## config.mk

```make
export PLATFORM = sky130hd
export DESIGN_NAME = mq_wr_port
export DESIGN_NICKNAME = d
export VERILOG_FILES = /design/src/rtl/mq_wr_pkg.sv /design/src/rtl/mq_sel_decode.sv /design/src/rtl/mq_sel_pipe.sv /design/src/rtl/mq_wr_steer.sv /design/src/rtl/mq_wr_port.sv
export SDC_FILE = /design/constraint.sdc
export NUM_CORES = 1
export LEC_CHECK = 0
export CAP_MARGIN = 0
export CORE_MARGIN = 2
export CORE_UTILIZATION = 55
export CTS_CLUSTER_DIAMETER = 200
export DETAILED_ROUTE_END_ITERATION = 16
export DONT_BUFFER_PORTS = 1
export GPL_ROUTABILITY_DRIVEN = 0
export GPL_TIMING_DRIVEN = 0
export HOLD_SLACK_MARGIN = 0.02
export PLACE_DENSITY = 0.68
export RECOVER_POWER = 25
export SYNTH_ARGS = -nofsm -noshare
export SYNTH_HDL_FRONTEND = slang
export SYNTH_HIERARCHICAL = 1
export SYNTH_SLANG_ARGS = --single-unit
export TNS_END_PERCENT = 20
```

## constraint.sdc

```tcl
create_clock -name clk -period 4.35 [get_ports clk]
set_input_delay 0.87 -clock clk [delete_from_list [all_inputs] [get_ports clk]]
set_output_delay 0.87 -clock clk [all_outputs]
set_load 0.02 [all_outputs]
```

## src/rtl/mq_wr_pkg.sv

```systemverilog
package mq_wr_pkg;
  // minimum spacing, in clocks, between two selections on the shared bus
  localparam int unsigned MIN_SEL_GAP = 3;

  // device field compare; kept as a function so the bench can state it differently
  function automatic logic dev_hit(input logic [7:0] addr, input logic [2:0] id,
                                   input int unsigned qw);
    logic [7:0] hi;
    hi = addr >> qw;
    return hi[2:0] == id;
  endfunction
endpackage

```

## src/rtl/mq_sel_decode.sv

```systemverilog
module mq_sel_decode #(
  parameter int unsigned QW   = 5,
  parameter int unsigned ID_W = 3,
  localparam int unsigned AW  = QW + ID_W
) (
  input  logic [AW-1:0]   addr,
  input  logic [ID_W-1:0] id,
  input  logic            addr_en,
  output logic            take,
  output logic            hit,
  output logic [QW-1:0]   qsel
);
  assign take = addr_en;
  assign qsel = addr[QW-1:0];
  assign hit  = addr[AW-1:QW] == id;
endmodule

```

## src/rtl/mq_sel_pipe.sv

```systemverilog
module mq_sel_pipe #(
  parameter int unsigned QW = 5
) (
  input  logic          clk,
  input  logic          rst_n,
  input  logic          take,
  input  logic          hit,
  input  logic [QW-1:0] qsel,
  output logic          cur_v,
  output logic [QW-1:0] cur_q
);
  logic          pend_go;
  logic          pend_hit;
  logic [QW-1:0] pend_q;

  always_ff @(posedge clk) begin
    if (!rst_n) begin
      pend_go  <= 1'b0;
      pend_hit <= 1'b0;
      pend_q   <= '0;
      cur_v    <= 1'b0;
      cur_q    <= '0;
    end else begin
      pend_go <= take;
      if (take) begin
        pend_hit <= hit;
        pend_q   <= qsel;
      end
      if (pend_go) begin
        cur_v <= pend_hit;
        cur_q <= pend_q;
      end
    end
  end

  // the selection edge itself leaves the active queue alone
  p_hold_old_r5: assert property (@(posedge clk) disable iff (!rst_n)
    take |=> (cur_q == $past(cur_q) && cur_v == $past(cur_v)));

  // one edge later the new queue (or no queue) is active
  p_switch_r4: assert property (@(posedge clk) disable iff (!rst_n)
    take |-> ##2 (cur_v == $past(hit, 2) && (!cur_v || cur_q == $past(qsel, 2))));

  // with no selection in flight the active queue persists
  p_persist_r3: assert property (@(posedge clk) disable iff (!rst_n)
    (!take && !pend_go) |=> ($stable(cur_q) && $stable(cur_v)));
endmodule

```

## src/rtl/mq_wr_steer.sv

```systemverilog
module mq_wr_steer #(
  parameter int unsigned NUM_Q = 32,
  localparam int unsigned QW   = $clog2(NUM_Q)
) (
  input  logic             clk,
  input  logic             rst_n,
  input  logic             cur_v,
  input  logic [QW-1:0]    cur_q,
  input  logic             wr_en_n,
  input  logic [NUM_Q-1:0] q_full,
  output logic [NUM_Q-1:0] stb,
  output logic             full_flag
);
  for (genvar i = 0; i < NUM_Q; i++) begin : g_stb
    assign stb[i] = cur_v && !wr_en_n && (cur_q == QW'(i)) && !q_full[i];
  end

  assign full_flag = cur_v && q_full[cur_q];

  // without a valid selection nothing is written and the flag is low
  p_idle_r9: assert property (@(posedge clk) disable iff (!rst_n)
    !cur_v |-> (stb == '0 && !full_flag));
endmodule

```

## src/rtl/mq_wr_port.sv

```systemverilog
module mq_wr_port #(
  parameter int unsigned NUM_Q  = 32,
  parameter int unsigned ID_W   = 3,
  parameter int unsigned DATA_W = 18,
  localparam int unsigned QW    = $clog2(NUM_Q),
  localparam int unsigned AW    = QW + ID_W
) (
  input  logic              clk,
  input  logic              rst_n,
  input  logic [ID_W-1:0]   dev_id,
  input  logic              addr_en,
  input  logic [AW-1:0]     wr_addr,
  input  logic              wr_en_n,
  input  logic [DATA_W-1:0] din,
  input  logic [NUM_Q-1:0]  q_full,
  output logic [NUM_Q-1:0]  q_wr_stb,
  output logic [DATA_W-1:0] wr_data,
  output logic              full_flag
);
  import mq_wr_pkg::*;

  logic          sel_take;
  logic          sel_hit;
  logic [QW-1:0] sel_q;
  logic          act_v;
  logic [QW-1:0] act_q;

  mq_sel_decode #(.QW(QW), .ID_W(ID_W)) u_dec (
    .addr(wr_addr), .id(dev_id), .addr_en(addr_en),
    .take(sel_take), .hit(sel_hit), .qsel(sel_q)
  );

  mq_sel_pipe #(.QW(QW)) u_pipe (
    .clk(clk), .rst_n(rst_n), .take(sel_take), .hit(sel_hit), .qsel(sel_q),
    .cur_v(act_v), .cur_q(act_q)
  );

  mq_wr_steer #(.NUM_Q(NUM_Q)) u_steer (
    .clk(clk), .rst_n(rst_n), .cur_v(act_v), .cur_q(act_q), .wr_en_n(wr_en_n),
    .q_full(q_full), .stb(q_wr_stb), .full_flag(full_flag)
  );

  assign wr_data = din;

  // clocks since the last selection, saturating
  logic [2:0] gap_cnt;
  always_ff @(posedge clk) begin
    if (!rst_n)        gap_cnt <= 3'(MIN_SEL_GAP);
    else if (addr_en)  gap_cnt <= 3'd1;
    else if (gap_cnt < 3'(MIN_SEL_GAP)) gap_cnt <= gap_cnt + 3'd1;
  end

  // selections keep their minimum spacing
  p_sel_gap_r11: assert property (@(posedge clk) disable iff (!rst_n)
    addr_en |-> gap_cnt >= 3'(MIN_SEL_GAP));

  // at most one queue strobed, and only with write enable active
  p_onehot_r7: assert property (@(posedge clk) disable iff (!rst_n)
    $onehot0(q_wr_stb) && (q_wr_stb == '0 || !wr_en_n));

  // a full queue never receives a strobe
  p_no_full_write_r8: assert property (@(posedge clk) disable iff (!rst_n)
    (q_wr_stb & q_full) == '0);

  // a foreign device field never produces a write two edges on
  p_foreign_r2: assert property (@(posedge clk) disable iff (!rst_n)
    (addr_en && wr_addr[AW-1:QW] != dev_id) |-> ##2 (q_wr_stb == '0));
endmodule

```

# After elaboration in Yosys (flattened, before gate mapping)
# Index checks and enable logic that the tools add are counted.
[word_totals] reg_bits=13 inputBits=65 out_inout_bits=51 elab_cells=140
[op_classes] order_cmp=1 eq_ne=32 muxes=2 reduce_logical=100
[ops] operator="$eq 5x5->1 const B" n=16
[ops] operator="$logic_and 1x1->1" n=66
[ops] operator="$eq 5x4->1 const B" n=8
[ops] operator="$logic_not 1->1" n=33
[ops] operator="$eq 5x3->1 const B" n=4
[ops] operator="$eq 5x2->1 const B" n=2
[ops] operator="$lt 5x6->1 const B" n=1
[ops] operator="$bmux 1 s5" n=1
[ops] operator="$eq 5x1->1 const B" n=1
[ops] operator="$logic_not 5->1" n=1
[ops] operator="$eq 3x3->1" n=1
[ops] operator="$mux 1" n=1

# Logic depth before layout (Yosys ltp)
[depth] depth_word=4 depth_mapped=6 ltp_nobuf=4

# Modules after synthesis
# The synthesis kept the hierarchy.
[by_module_without_submodules] mod="mq_wr_steer" n_inst=1 cells_each=80 area_per_inst_um2=578.1 seq_area_each_um2=0.0
[by_module_without_submodules] mod="mq_sel_pipe" n_inst=1 cells_each=41 area_per_inst_um2=490.5 seq_area_each_um2=260.2
[by_module_without_submodules] mod="mq_wr_port" n_inst=1 cells_each=18 area_per_inst_um2=135.1 seq_area_each_um2=0.0
[by_module_without_submodules] mod="mq_sel_decode" n_inst=1 cells_each=10 area_per_inst_um2=81.3 seq_area_each_um2=0.0

# Least setup slack after synthesis
# No wires, ideal clock.
[synth_path] kind="input port to output port" startpoint="input q_full[5]" endpoint="output full_flag" arrival_ps=2009 required_time_ps=3480 path_slack_ps=1471 stages=4 path_buffers=0 cell_sequence="mux4_1 mux2i_1 or2_2 a221oi_1"
[synth_between] elab_chain_cells=3
[synth_lines] element="from (decl)" line="mq_wr_port.sv:15" rtl="input logic [NUM_Q-1:0] q_full,"
[synth_lines] element="$bmux 1 s5" line="mq_wr_steer.sv:18" rtl="assign full_flag = cur_v && q_full[cur_q];"
[synth_lines] element="$mux 1 (not written as such)" line="mq_wr_steer.sv:18"
[synth_lines] element="$logic_and 1x1->1" line="mq_wr_steer.sv:18"
[synth_lines] element="to (decl)" line="mq_wr_port.sv:18" rtl="output logic full_flag"
# Every way passes these cells. The select of a mux whose other input is x is not followed.

# Final worst setup path
[layout_path] startpoint="register u_pipe.cur_q[0]" endpoint="output full_flag"
[layout_between] elab_chain_cells=3
[layout_lines] element="from (decl)" line="mq_sel_pipe.sv:10" rtl="output logic [QW-1:0] cur_q"
[layout_lines] element="from (signal assigned)" line="mq_sel_pipe.sv:31" rtl="cur_q <= pend_q;"
[layout_lines] element="$bmux 1 s5" line="mq_wr_steer.sv:18"
[layout_lines] element="$mux 1 (not written as such)" line="mq_wr_steer.sv:18"
[layout_lines] element="$logic_and 1x1->1" line="mq_wr_steer.sv:18"
# Every way passes these cells. The select of a mux whose other input is x is not followed.

==> metrics.csv <==
stage;metric;value;unit
outcome;status;finished, final reports clean;
grt;initial antenna violation count;0;
setup_path;kind of cell adding the most delay to the critical path;compound AO/OA/AOI/OAI gates;
cells_and_area;Layout area overhead;2.73;%
sta;final-report setup violation count;0;
cells_and_area;Finished Layout Cells;181;
pwr;leakage power;0.451;nW
grt;GRT Max-Usage Layer;met2;
clocking;Hold Buf Count CTS;0;
pwr;Sw Ratio;0.271;
yosys;top_reg_cell synth;dfxtp_1;
place;DP Cell Count;177;
yosys;number of flops mapped to enable cells by yosys;0;
yosys;Synth Register Bits;13;
setup_path;critical path type;flop to output pin;
grt;GR Overflow Total;0;
sta;Final TNS setup;0;ns
pwr;sequential cell fraction of total power;0.477;
sta;Final Skew;0.00271;ns
sta;Max Fclk;331;MHz
pwr;Worst IR Drop VDD;0.000214;V
route;drt initial violations;19;
pwr;clock group share of total power;0.272;
floorplan;Die X;52.3;um
cells_and_area;nets;219;
clocking;Reg clk slew, reported paths;0.08;ns
clocking;CTS buffer count;3;
grt;All-Layer GR Usage;0.215;
route;post-DR wirelength/cell;17.2;um
pwr;power per cell area;202;nW/um^2
yosys;Async SR Flop Fraction;0;
yosys;Syn Nets;214;
grt;GR met1 Demand/Resource;0.245;
cells_and_area;multi-input logic area;763;um^2
place;I/O Buffers;0;
grt;met2 GRT Util;0.377;
floorplan;Die Area;2740;um^2
yosys;Syn. warnings;6;
setup_path;CP required;3.48;ns
clocking;CTS H-tree lvls;1;
yosys;sequential-to-total area share from yosys stat;0.203;
sta;RSZ-0062 raised after global routing;no;
setup_path;max incr delay on CP;0.70;ns
setup_path;CP max FO;10;
setup_path;crit-path cells;buf_6, clkbuf_8, mux4_2, mux2i_1, or2_2, a221oi_1;
setup_path;WP data arrival;2.15;ns
grt;vias in the first global route;976;
floorplan;die height;52.3;um
route;total wire length;3110;um
sta;min Tclk post-route;3.02;ns
floorplan;core area;2210;um^2
route;DRC Markers;0;
pwr;Net Switching;72.1;uW
floorplan;Ports;116;
pwr;Int Pwr;194;uW
route;Vias/cell;6.02;
yosys;Synth cell types;29;
sta;Slew Limit Headroom;0.532;
grt;global-route wire length before repair;4430;um
sta;Slew @ Worst Pin;0.697;ns
grt;largest net degree at the start of global routing;11;
yosys;post-synth top area cell;dfxtp_1;
setup_path;Buffers & Inverters on Critical Path;2;
flow_run;max_cap viols;0;
route;DR pass1 iterations;4;
yosys;top cells by area, synth;dfxtp_1 20%, buf_4 14%, mux2i_1 13%;
cells_and_area;Antenna Cells;0;
clocking;Clock Latency Late Sink;0.27;ns
clocking;Root Driver;clkbuf_4;
yosys;post-synthesis cell count;149;
setup_path;kind of end point of the critical path;output pin;
yosys;mapped cell area;1280;um^2
clocking;CTS Buffer Depth;2;
clocking;post-CTS resize count;0;
pwr;Combinational Power Share;0.252;
clocking;Clock Sinks;13;
floorplan;Core Rows;17;
hold_path;Hold Path Class;flop to flop;
route;post-route antenna net violation count;0;
cells_and_area;layout cells sized above 1;0.248;
sta;final hold violation count;0;
sta;Max Slew Vio Count;0;
cells_and_area;register area;260;um^2
yosys;syn avg cell area;8.62;um^2
setup_path;Startpoint Class;flop;
place;Detail Placement HPWL;2620;um
setup_path;Crit-path slowest cell;a221oi_1;
clocking;setup bufs post-CTS;0;
grt;GRT met3 Usage;0.0486;
clocking;CTS tree;yes;
yosys;top cell type's share of synthesized area;0.203;
sta;final period utilization;0.694;
cells_and_area;Fillers;217;
sta;Fin Hold WS;0.518;ns
floorplan;starting density of the core;0.581;
pwr;Final Total Pwr;266;uW
route;routed vias;1089;
## area by class of cell
| type | count | share of cell area |
|---|---|---|
| sequential | 13 | 0.197 |
| inverter | 1 | 0.00284 |
| clock buffer | 4 | 0.0199 |
| tap | 28 | 0.0265 |
| buffer | 35 | 0.175 |
| multi-input combinational | 100 | 0.578 |
## path summary, 6_finish.rpt
kind	start	end	slack (ns)	cells after the start
worst max-delay path	u_pipe/cur_q[0]	full_flag	1.33	6
worst min-delay path	u_pipe/cur_q[3]	u_pipe/cur_q[3]	0.52	2
worst max register to register	u_pipe/pend_go	u_pipe/cur_v	3.30	3
worst min register to register	u_pipe/cur_q[3]	u_pipe/cur_q[3]	0.52	2
## power groups by stage
stage	sequential, mW	clock (mW)	combinational [mW]
detailed placement	0.130	0	0.0703
global route	0.128	0.0816	0.0723
CTS	0.127	0.0753	0.0705
finish	0.127	0.0723	0.0670
global placement	0.130	0	0.0697
floorplan	0.129	0	0.0639
## per-stage QoR
| stage | utilization | cell area [um^2] | setup slack [ns] |
|---|---|---|---|
| final | 0.597 | 1320 | 1.33 |
| after global routing | 0.597 | 1320 | 1.18 |
| after CTS | 0.609 | 1350 | 1.31 |
| after detailed placement | 0.597 | 1320 | 1.34 |
| after global placement | 0.597 | 1320 | 1.34 |
| after floorplan | - | 1280 | 1.47 |
## cell families after synthesis
| family | synth area share |
|---|---|
| AND/OR/NAND/NOR | 0.285 |
| buffers and inverters | 0.203 |
| multiplexers | 0.255 |
| flip-flops | 0.203 |
| AO/OA/AOI/OAI | 0.0331 |
| XOR/XNOR | 0.0205 |
## synth_stat cells (2+ instances only)
master / count
nor3_1: 34
buf_4: 24
mux2i_1: 17
nor2b_1: 14
dfxtp_1: 13
nand2_1: 8
clkbuf_1: 4
buf_6: 3
mux4_1: 3
mux4_2: 3
xor2_1: 3
buf_2: 2
nand2b_1: 2
nand3_1: 2
nor3b_1: 2
or2_2: 2
## layout by cell type (no fill, tap or decap), drive strengths merged, types with 2 or more instances in the layout
master	instances
or2	2
nor3	35
buf	23
nand2	8
xor2	3
nand3	2
mux4	6
nor2b	14
mux2i	17
nand2b	2
clkbuf	16
dfxtp	13
nor3b	2
## flip-flops by register name, indices dropped and copies added, names as in the netlist
register	flops
u_pipe/cur_v	1
u_pipe/cur_q	5
u_pipe/pend_go	1
u_pipe/pend_hit	1
u_pipe/pend_q	5
## worst register-to-register path: cells and delay by family, from the launching register on
kind	cells	cell delay, ns
buffers and inverters	1	0.33
DFF	1	0.31
muxes	1	0.24
and+or+nand+nor	1	0.06
## layer usage
metal / vias up / part of all wire / wire (um)
li1: 516 / - / -
met1: 510 / 0.37 / 1150
met2: 59 / 0.54 / 1680
met3: 4 / 0.084 / 262
met4: 0 / 0.0071 / 22
met5: - / 0 / 0
(Power assumes the default switching activity.)
